## src/rtl/pb_power_seq.sv

```systemverilog
module pb_power_seq #(
  parameter int DEB_MS     = 50,
  parameter int PULSE_MS   = 50,
  parameter int WAIT_MS    = 1000,
  parameter int MINOFF_MS  = 5000,
  parameter int STAGGER_MS = 1000
) (
  input  logic clk,
  input  logic rst_n,
  input  logic tick_ms,
  input  logic btn_n,
  input  logic req_sw,
  input  logic req_lin,
  input  logic ext_ok,
  input  logic bat_ok,
  input  logic uv_flag,
  output logic en_sw,
  output logic en_lin,
  output logic pb_stat_n
);
  localparam int M1   = (WAIT_MS > MINOFF_MS) ? WAIT_MS : MINOFF_MS;
  localparam int M2   = (DEB_MS > PULSE_MS) ? DEB_MS : PULSE_MS;
  localparam int M3   = (M1 > M2) ? M1 : M2;
  localparam int MAXT = (M3 > STAGGER_MS) ? M3 : STAGGER_MS;
  localparam int CW   = $clog2(MAXT + 1);

  localparam logic [3:0] S_OFF = 4'b0001;
  localparam logic [3:0] S_PUP = 4'b0010;
  localparam logic [3:0] S_ON  = 4'b0100;
  localparam logic [3:0] S_PDN = 4'b1000;

  logic [3:0]    st, nx;
  logic [CW-1:0] cnt, deb, pls;
  logic          armed, uv_pd, req_q;

  wire st_pup  = (st == S_PUP);
  wire st_on   = (st == S_ON);
  wire st_pdn  = (st == S_PDN);
  wire st_off  = (st == S_OFF);
  wire req_any = req_sw | req_lin;

  wire press   = tick_ms & armed & ~btn_n & ~st_pdn & (deb == CW'(DEB_MS - 1));
  wire pu_done = tick_ms & (cnt == CW'(STAGGER_MS - 1));
  wire pd_done = tick_ms & (cnt == (uv_pd ? CW'(MINOFF_MS - 1) : CW'(WAIT_MS - 1)));

  always_comb begin
    case (st)
      S_OFF:   nx = (press && (bat_ok || ext_ok)) ? S_PUP : S_OFF;
      S_PUP:   nx = pu_done ? S_ON : S_PUP;
      S_ON:    nx = (uv_flag || (req_q && !req_any)) ? S_PDN : S_ON;
      S_PDN:   nx = pd_done ? ((uv_pd && ext_ok) ? S_PUP : S_OFF) : S_PDN;
      default: nx = S_OFF;
    endcase
  end

  always_ff @(posedge clk) begin
    if (!rst_n) begin
      st    <= S_OFF;
      cnt   <= '0;
      deb   <= '0;
      pls   <= '0;
      armed <= 1'b0;
      uv_pd <= 1'b0;
      req_q <= 1'b0;
    end else begin
      st    <= nx;
      req_q <= req_any;

      if (nx != st)
        cnt <= '0;
      else if (tick_ms && (st_pup || st_pdn))
        cnt <= cnt + 1'b1;

      if (st_on && uv_flag)
        uv_pd <= 1'b1;
      else if (st_pdn && pd_done)
        uv_pd <= 1'b0;

      if (st_pdn || nx == S_PDN)
        armed <= 1'b0;
      else if (btn_n)
        armed <= 1'b1;
      else if (press)
        armed <= 1'b0;

      if (st_pdn || btn_n || !armed || press)
        deb <= '0;
      else if (tick_ms)
        deb <= deb + 1'b1;

      if (!st_on || nx != S_ON)
        pls <= '0;
      else if (press)
        pls <= CW'(PULSE_MS);
      else if (tick_ms && pls != '0)
        pls <= pls - 1'b1;
    end
  end

  assign en_sw     = st_pup | st_on;
  assign en_lin    = st_on;
  assign pb_stat_n = (pls == '0);

  onehot_chk: assert property (@(posedge clk) disable iff (!rst_n)
    $countones(st) == 1);


  stagger_chk: assert property (@(posedge clk) disable iff (!rst_n)
    en_lin |-> en_sw);


  last_off_chk: assert property (@(posedge clk) disable iff (!rst_n)
    (st_on && req_q && !req_any) |=> (!en_sw && !en_lin));


  uv_drop_chk: assert property (@(posedge clk) disable iff (!rst_n)
    (st_on && uv_flag) |=> (!en_sw && !en_lin));


  pdn_hold_chk: assert property (@(posedge clk) disable iff (!rst_n)
    (st_pdn && !tick_ms) |=> st_pdn);


  nopower_chk: assert property (@(posedge clk) disable iff (!rst_n)
    (st_off && !bat_ok && !ext_ok) |=> !en_sw);


  pulse_on_chk: assert property (@(posedge clk) disable iff (!rst_n)
    !pb_stat_n |-> (en_sw && en_lin));
endmodule

```

## config.mk

```make
export PLATFORM = sky130hd
export DESIGN_NAME = pb_power_seq
export DESIGN_NICKNAME = d
export VERILOG_FILES = /design/src/rtl/pb_power_seq.sv
export SDC_FILE = /design/constraint.sdc
export NUM_CORES = 1
export LEC_CHECK = 0
export ABC_CLOCK_PERIOD_IN_PS = 2700
export CORE_MARGIN = 2
export CORE_UTILIZATION = 60
export CTS_CLUSTER_DIAMETER = 60
export DETAILED_ROUTE_END_ITERATION = 8
export DONT_BUFFER_PORTS = 1
export GPL_ROUTABILITY_DRIVEN = 0
export PLACE_DENSITY_LB_ADDON = 0.2
export SLEW_MARGIN = 20
export SYNTH_ARGS = -nofsm -noshare
export SYNTH_HDL_FRONTEND = slang
export SYNTH_SLANG_ARGS = --single-unit
```

## constraint.sdc

```tcl
create_clock -name clk -period 2.7 [get_ports clk]
set_clock_uncertainty 0.15 [all_clocks]
set_input_delay 0.27 -clock clk [delete_from_list [all_inputs] [get_ports clk]]
set_output_delay 0.27 -clock clk [all_outputs]
set_load 0.02 [all_outputs]
```

==> metrics.txt <==
# TYPE chip_impl_metric gauge
chip_impl_info{name="outcome",value="finished, final reports clean"} 1
chip_impl_metric{name="seqPwrFrac",unit="%"} 55.1
chip_impl_metric{name="finalInstanceArea",unit="um^2"} 2680
chip_impl_metric{name="ys_types",unit=""} 50
chip_impl_metric{name="via_per_inst",unit=""} 5.81
chip_impl_info{name="mostFrequentLayoutCell",value="sky130_fd_sc_hd__dfxtp_1"} 1
chip_impl_metric{name="core-area",unit="um^2"} 3940
chip_impl_metric{name="synth_edf_count",unit=""} 0
chip_impl_metric{name="postRouteAntennaNets",unit=""} 0
chip_impl_metric{name="dp_hpwl",unit="um"} 3250
chip_impl_metric{name="internal-power",unit="uW"} 993
chip_impl_info{name="hold_path.class",value="in2reg"} 1
chip_impl_info{name="cell_type_contributing_the_most_total_cell_area_after_synthesis",value="sky130_fd_sc_hd__dfxtp_1"} 1
chip_impl_metric{name="drive_above_1_share",unit="%"} 12.5
chip_impl_metric{name="syn-num-nets",unit=""} 290
chip_impl_metric{name="grt_pass1_wl",unit="um"} 7980
chip_impl_metric{name="setup.reg_to_reg.worst_slack",unit="ns"} 0.27
chip_impl_info{name="tritoncts",value="built"} 1
chip_impl_metric{name="setup_viol_count_final",unit=""} 0
chip_impl_info{name="mostFrequentLayoutCells",value="sky130_fd_sc_hd__dfxtp_1 (46), sky130_fd_sc_hd__nor2_1 (38), sky130_fd_sc_hd__nand2_1 (28)"} 1
chip_impl_metric{name="worst_setup_hold_path_clk_slew",unit="ns"} 0.09
chip_impl_info{name="yosys_most_used_dff",value="sky130_fd_sc_hd__dfxtp_1"} 1
chip_impl_metric{name="fillerInstances",unit=""} 304
chip_impl_metric{name="die_extent_in_x",unit="um"} 67.7
chip_impl_metric{name="clkPwrFrac",unit="%"} 42.3
chip_impl_info{name="timing.setup.critical_path_class",value="reg2reg"} 1
chip_impl_info{name="cts_root_buf",value="sky130_fd_sc_hd__clkbuf_8"} 1
chip_impl_metric{name="synthesis.instances",unit=""} 277
chip_impl_metric{name="postSynthRegisterBits",unit=""} 46
chip_impl_metric{name="cts_buffers",unit=""} 5
chip_impl_metric{name="cts-root-to-sink-buffers",unit=""} 2
chip_impl_metric{name="critical_path_arrival",unit="ns"} 2.49
chip_impl_metric{name="dieHeight",unit="um"} 67.7
chip_impl_metric{name="min_period_over_period",unit="%"} 89.9
chip_impl_info{name="whs_endpoint",value="pls[12]$_SDFFE_PP0P_"} 1
chip_impl_metric{name="max_cap_violations",unit=""} 0
chip_impl_metric{name="netlist_area",unit="um^2"} 2430
chip_impl_metric{name="clk_latency",unit="ns"} 0.30
chip_impl_metric{name="mean_post_synth_cell_area",unit="um^2"} 8.78
chip_impl_info{name="grt_setup_unrepaired",value="false"} 1
chip_impl_metric{name="normalized_max_slew_margin",unit="%"} 46.8
chip_impl_info{name="worst_r2r_startpoint",value="st[0]$_SDFF_PN1_"} 1
chip_impl_metric{name="synth_seq_area_share",unit="%"} 37.9
chip_impl_info{name="cp_slowest_cell",value="sky130_fd_sc_hd__or4b_4"} 1
chip_impl_info{name="netlist_top_cells_area",value="sky130_fd_sc_hd__dfxtp_1 (38%), sky130_fd_sc_hd__xor2_1 (7.9%), sky130_fd_sc_hd__nor2_1 (5.9%), sky130_fd_sc_hd__nor4_2 (5.1%), sky130_fd_sc_hd__xnor2_1 (4.7%)"} 1
chip_impl_info{name="hold_path_startpoint",value="tick_ms"} 1
chip_impl_metric{name="dr.first_iter.drc_count",unit=""} 158
chip_impl_metric{name="total_leakage_power",unit="nW"} 0.944
chip_impl_metric{name="slowest_stage_delay_on_critical_path",unit="ns"} 0.57
chip_impl_metric{name="grt_max_degree",unit=""} 16
chip_impl_metric{name="postPlaceCellArea",unit="um^2"} 2500
chip_impl_metric{name="critical_path_peak_fanout",unit=""} 13
chip_impl_metric{name="p_comb_share",unit="%"} 2.6
chip_impl_metric{name="drc_violations_left",unit=""} 0
chip_impl_metric{name="post-cts-setup-buffers",unit=""} 0
chip_impl_metric{name="antenna_found_initial",unit=""} 0
chip_impl_info{name="r2r-end",value="cnt[7]$_SDFFE_PP0P_"} 1
chip_impl_metric{name="fp-row-count",unit=""} 23
chip_impl_metric{name="synth_to_layout_area_growth",unit="%"} 10.4
chip_impl_metric{name="initial_core_util",unit="%"} 61.7
chip_impl_metric{name="hold-worst-slack",unit="ns"} 0.0277
chip_impl_metric{name="synth.yosys.warnings",unit=""} 0
chip_impl_metric{name="global_route.usage.total",unit="%"} 23.1
chip_impl_metric{name="first_global_vias",unit=""} 1877
chip_impl_metric{name="cellPowerDensity",unit="nW/um^2"} 461
chip_impl_metric{name="clock_tree.htree_level_count",unit=""} 2
chip_impl_info{name="cpLargestDelayFamily",value="simple AND/OR/NAND/NOR gates"} 1
chip_impl_metric{name="globalRoute.totalOverflow",unit=""} 0
chip_impl_metric{name="cts.sink_count",unit=""} 46
chip_impl_metric{name="floorplan.die_area",unit="um^2"} 4580
chip_impl_metric{name="drv_slew",unit=""} 0
chip_impl_metric{name="finalNetCount",unit=""} 302
chip_impl_metric{name="count_of_instances_resized_after_the_clock_tree_is_built",unit=""} 0
chip_impl_metric{name="tns",unit="ns"} 0
chip_impl_metric{name="firstDrtPassIters",unit=""} 4
chip_impl_info{name="startpoint_type",value="flop"} 1
chip_impl_metric{name="route.final.wire_length",unit="um"} 4630
chip_impl_metric{name="netSwitchingPower",unit="uW"} 244
chip_impl_metric{name="swShare",unit="%"} 19.7
chip_impl_metric{name="maxClockFrequency",unit="MHz"} 412
chip_impl_metric{name="reg2reg_depth",unit=""} 6
chip_impl_info{name="path_cells",value="or4b_4 -> or3_4 -> a22oi_2 -> o2111ai_2 -> buf_4 -> nor4_2"} 1
chip_impl_metric{name="synth_top_area_share",unit="%"} 37.9
chip_impl_metric{name="finalCoreUtilization",unit="%"} 68.1
chip_impl_metric{name="critical_path.n_buffers_inverters",unit=""} 1
chip_impl_metric{name="worst_ir_drop_vdd",unit="mV"} 0.387
chip_impl_metric{name="layout_min_cycle_time",unit="ns"} 2.43
chip_impl_metric{name="hold_viol",unit=""} 0
chip_impl_metric{name="hold_path_cell_cnt",unit=""} 3
chip_impl_metric{name="num_vias",unit=""} 1971
chip_impl_metric{name="worstMarginPinSlew",unit="ns"} 0.788
chip_impl_metric{name="place.port_buffers",unit=""} 0
chip_impl_metric{name="ios",unit=""} 12
chip_impl_metric{name="worst_ep_required_time",unit="ns"} 2.76
chip_impl_info{name="timing.critical_path.to_type",value="flop"} 1
chip_impl_metric{name="average_wire_per_cell_in_the_routed_design",unit="um"} 13.7
chip_impl_metric{name="antennaDiodeCount",unit=""} 0
chip_impl_metric{name="ys_async_sr_fraction",unit="%"} 0
-- flip-flops by register name, summed over array words and instances, names as in the netlist --
signal	count
req_q	1
uv_pd	1
pls	13
armed	1
deb	13
cnt	13
st	4
-- kinds of logic (layout without fill, tap and decap cells) --
logic type | Yosys count | count (layout) | synth area share, %
multiplexers | 2 | 2 | 0.875
adder cells (fa/ha/maj) | 4 | 4 | 2.06
flip-flops | 46 | 46 | 37.9
AND/OR/NAND/NOR | 144 | 144 | 34.9
AO/OA/AOI/OAI | 28 | 28 | 8.13
XOR/XNOR | 35 | 35 | 12.6
buffers and inverters | 18 | 30 | 3.55
-- routing by layer --
metal,track usage [%],vias up,share of wire (%)
met5,0,-,0
met4,7.65,0,1.8
met3,6.17,7,3.4
met2,39.2,24,48
met1,28.3,929,47
li1,-,1011,-
-- power groups by stage --
stage / sequential (mW) / clock (mW) / combinational, mW
3_3_place_gp: 0.698 / 0 / 0.0211
3_5_place_dp: 0.698 / 0 / 0.0215
2_1_floorplan: 0.698 / 0 / 0.0234
6_report: 0.682 / 0.523 / 0.0319
5_1_grt: 0.682 / 0.557 / 0.0349
4_1_cts: 0.682 / 0.538 / 0.0317
-- worst reg2reg max path, cell delays in order, from the launching register on --
cell and delay (ns):
sky130_fd_sc_hd__dfxtp_1 0.39, sky130_fd_sc_hd__or4b_4 0.57, sky130_fd_sc_hd__or3_4 0.39, sky130_fd_sc_hd__a22oi_2 0.21, sky130_fd_sc_hd__o2111ai_2 0.13, sky130_fd_sc_hd__buf_4 0.21, sky130_fd_sc_hd__nor4_2 0.28
-- cells in the mapped netlist, types with 3 or more instances --
cell type	number
sky130_fd_sc_hd__nand4_1	11
sky130_fd_sc_hd__nor3b_1	4
sky130_fd_sc_hd__a21oi_1	4
sky130_fd_sc_hd__nand3_1	10
sky130_fd_sc_hd__nand2_1	28
sky130_fd_sc_hd__inv_1	7
sky130_fd_sc_hd__ha_1	4
sky130_fd_sc_hd__o21ai_0	7
sky130_fd_sc_hd__nor2_1	38
sky130_fd_sc_hd__nor4b_1	3
sky130_fd_sc_hd__a21boi_0	3
sky130_fd_sc_hd__clkbuf_1	6
sky130_fd_sc_hd__nor3_1	5
sky130_fd_sc_hd__buf_2	3
sky130_fd_sc_hd__nor4_2	10
sky130_fd_sc_hd__or2_2	3
sky130_fd_sc_hd__xor2_1	22
sky130_fd_sc_hd__dfxtp_1	46
sky130_fd_sc_hd__xnor2_1	13
sky130_fd_sc_hd__and3_1	6
sky130_fd_sc_hd__nor4_1	7
-- area by class of cell --
cell class | instances | area, um^2 | share of cell area, %
Clock inverter | 1 | 30.0 | 1.12
Tap cell | 50 | 62.6 | 2.33
Timing Repair Buffer | 16 | 138 | 5.13
Sequential cell | 46 | 921 | 34.3
Clock buffer | 6 | 82.6 | 3.08
Multi-Input combinational cell | 213 | 1420 | 53.1
Inverter | 7 | 26.3 | 0.979
-- how the worst max path moves through the flow --
stage,startpoint,end,depth (start not counted)
2_1_floorplan,deb[0]$_SDFFE_PP0P_,cnt[1]$_SDFFE_PP0P_,7
3_3_place_gp,st[0]$_SDFF_PN1_,cnt[11]$_SDFFE_PP0P_,6
3_5_place_dp,st[0]$_SDFF_PN1_,cnt[0]$_SDFFE_PP0P_,6
4_1_cts,st[0]$_SDFF_PN1_,cnt[7]$_SDFFE_PP0P_,6
5_1_grt,deb[0]$_SDFFE_PP0P_,deb[8]$_SDFFE_PP0P_,6
6_report,st[0]$_SDFF_PN1_,cnt[7]$_SDFFE_PP0P_,6
-- through the flow --
step           total power [mW]  std cells  setup WS, ns
6_report                   1.24        339         0.273
5_1_grt                    1.27        339         0.109
4_1_cts                    1.25        339         0.267
3_5_place_dp              0.719        325         0.283
3_3_place_gp              0.719        325         0.328
2_1_floorplan             0.721        277         0.269
-- what timing repair did --
action	CTS	global route
setup endpoints to repair	0	0
hold buffers	7	0
endpoints found under the hold margin	9	0
Power figures use the tool's default switching activity.
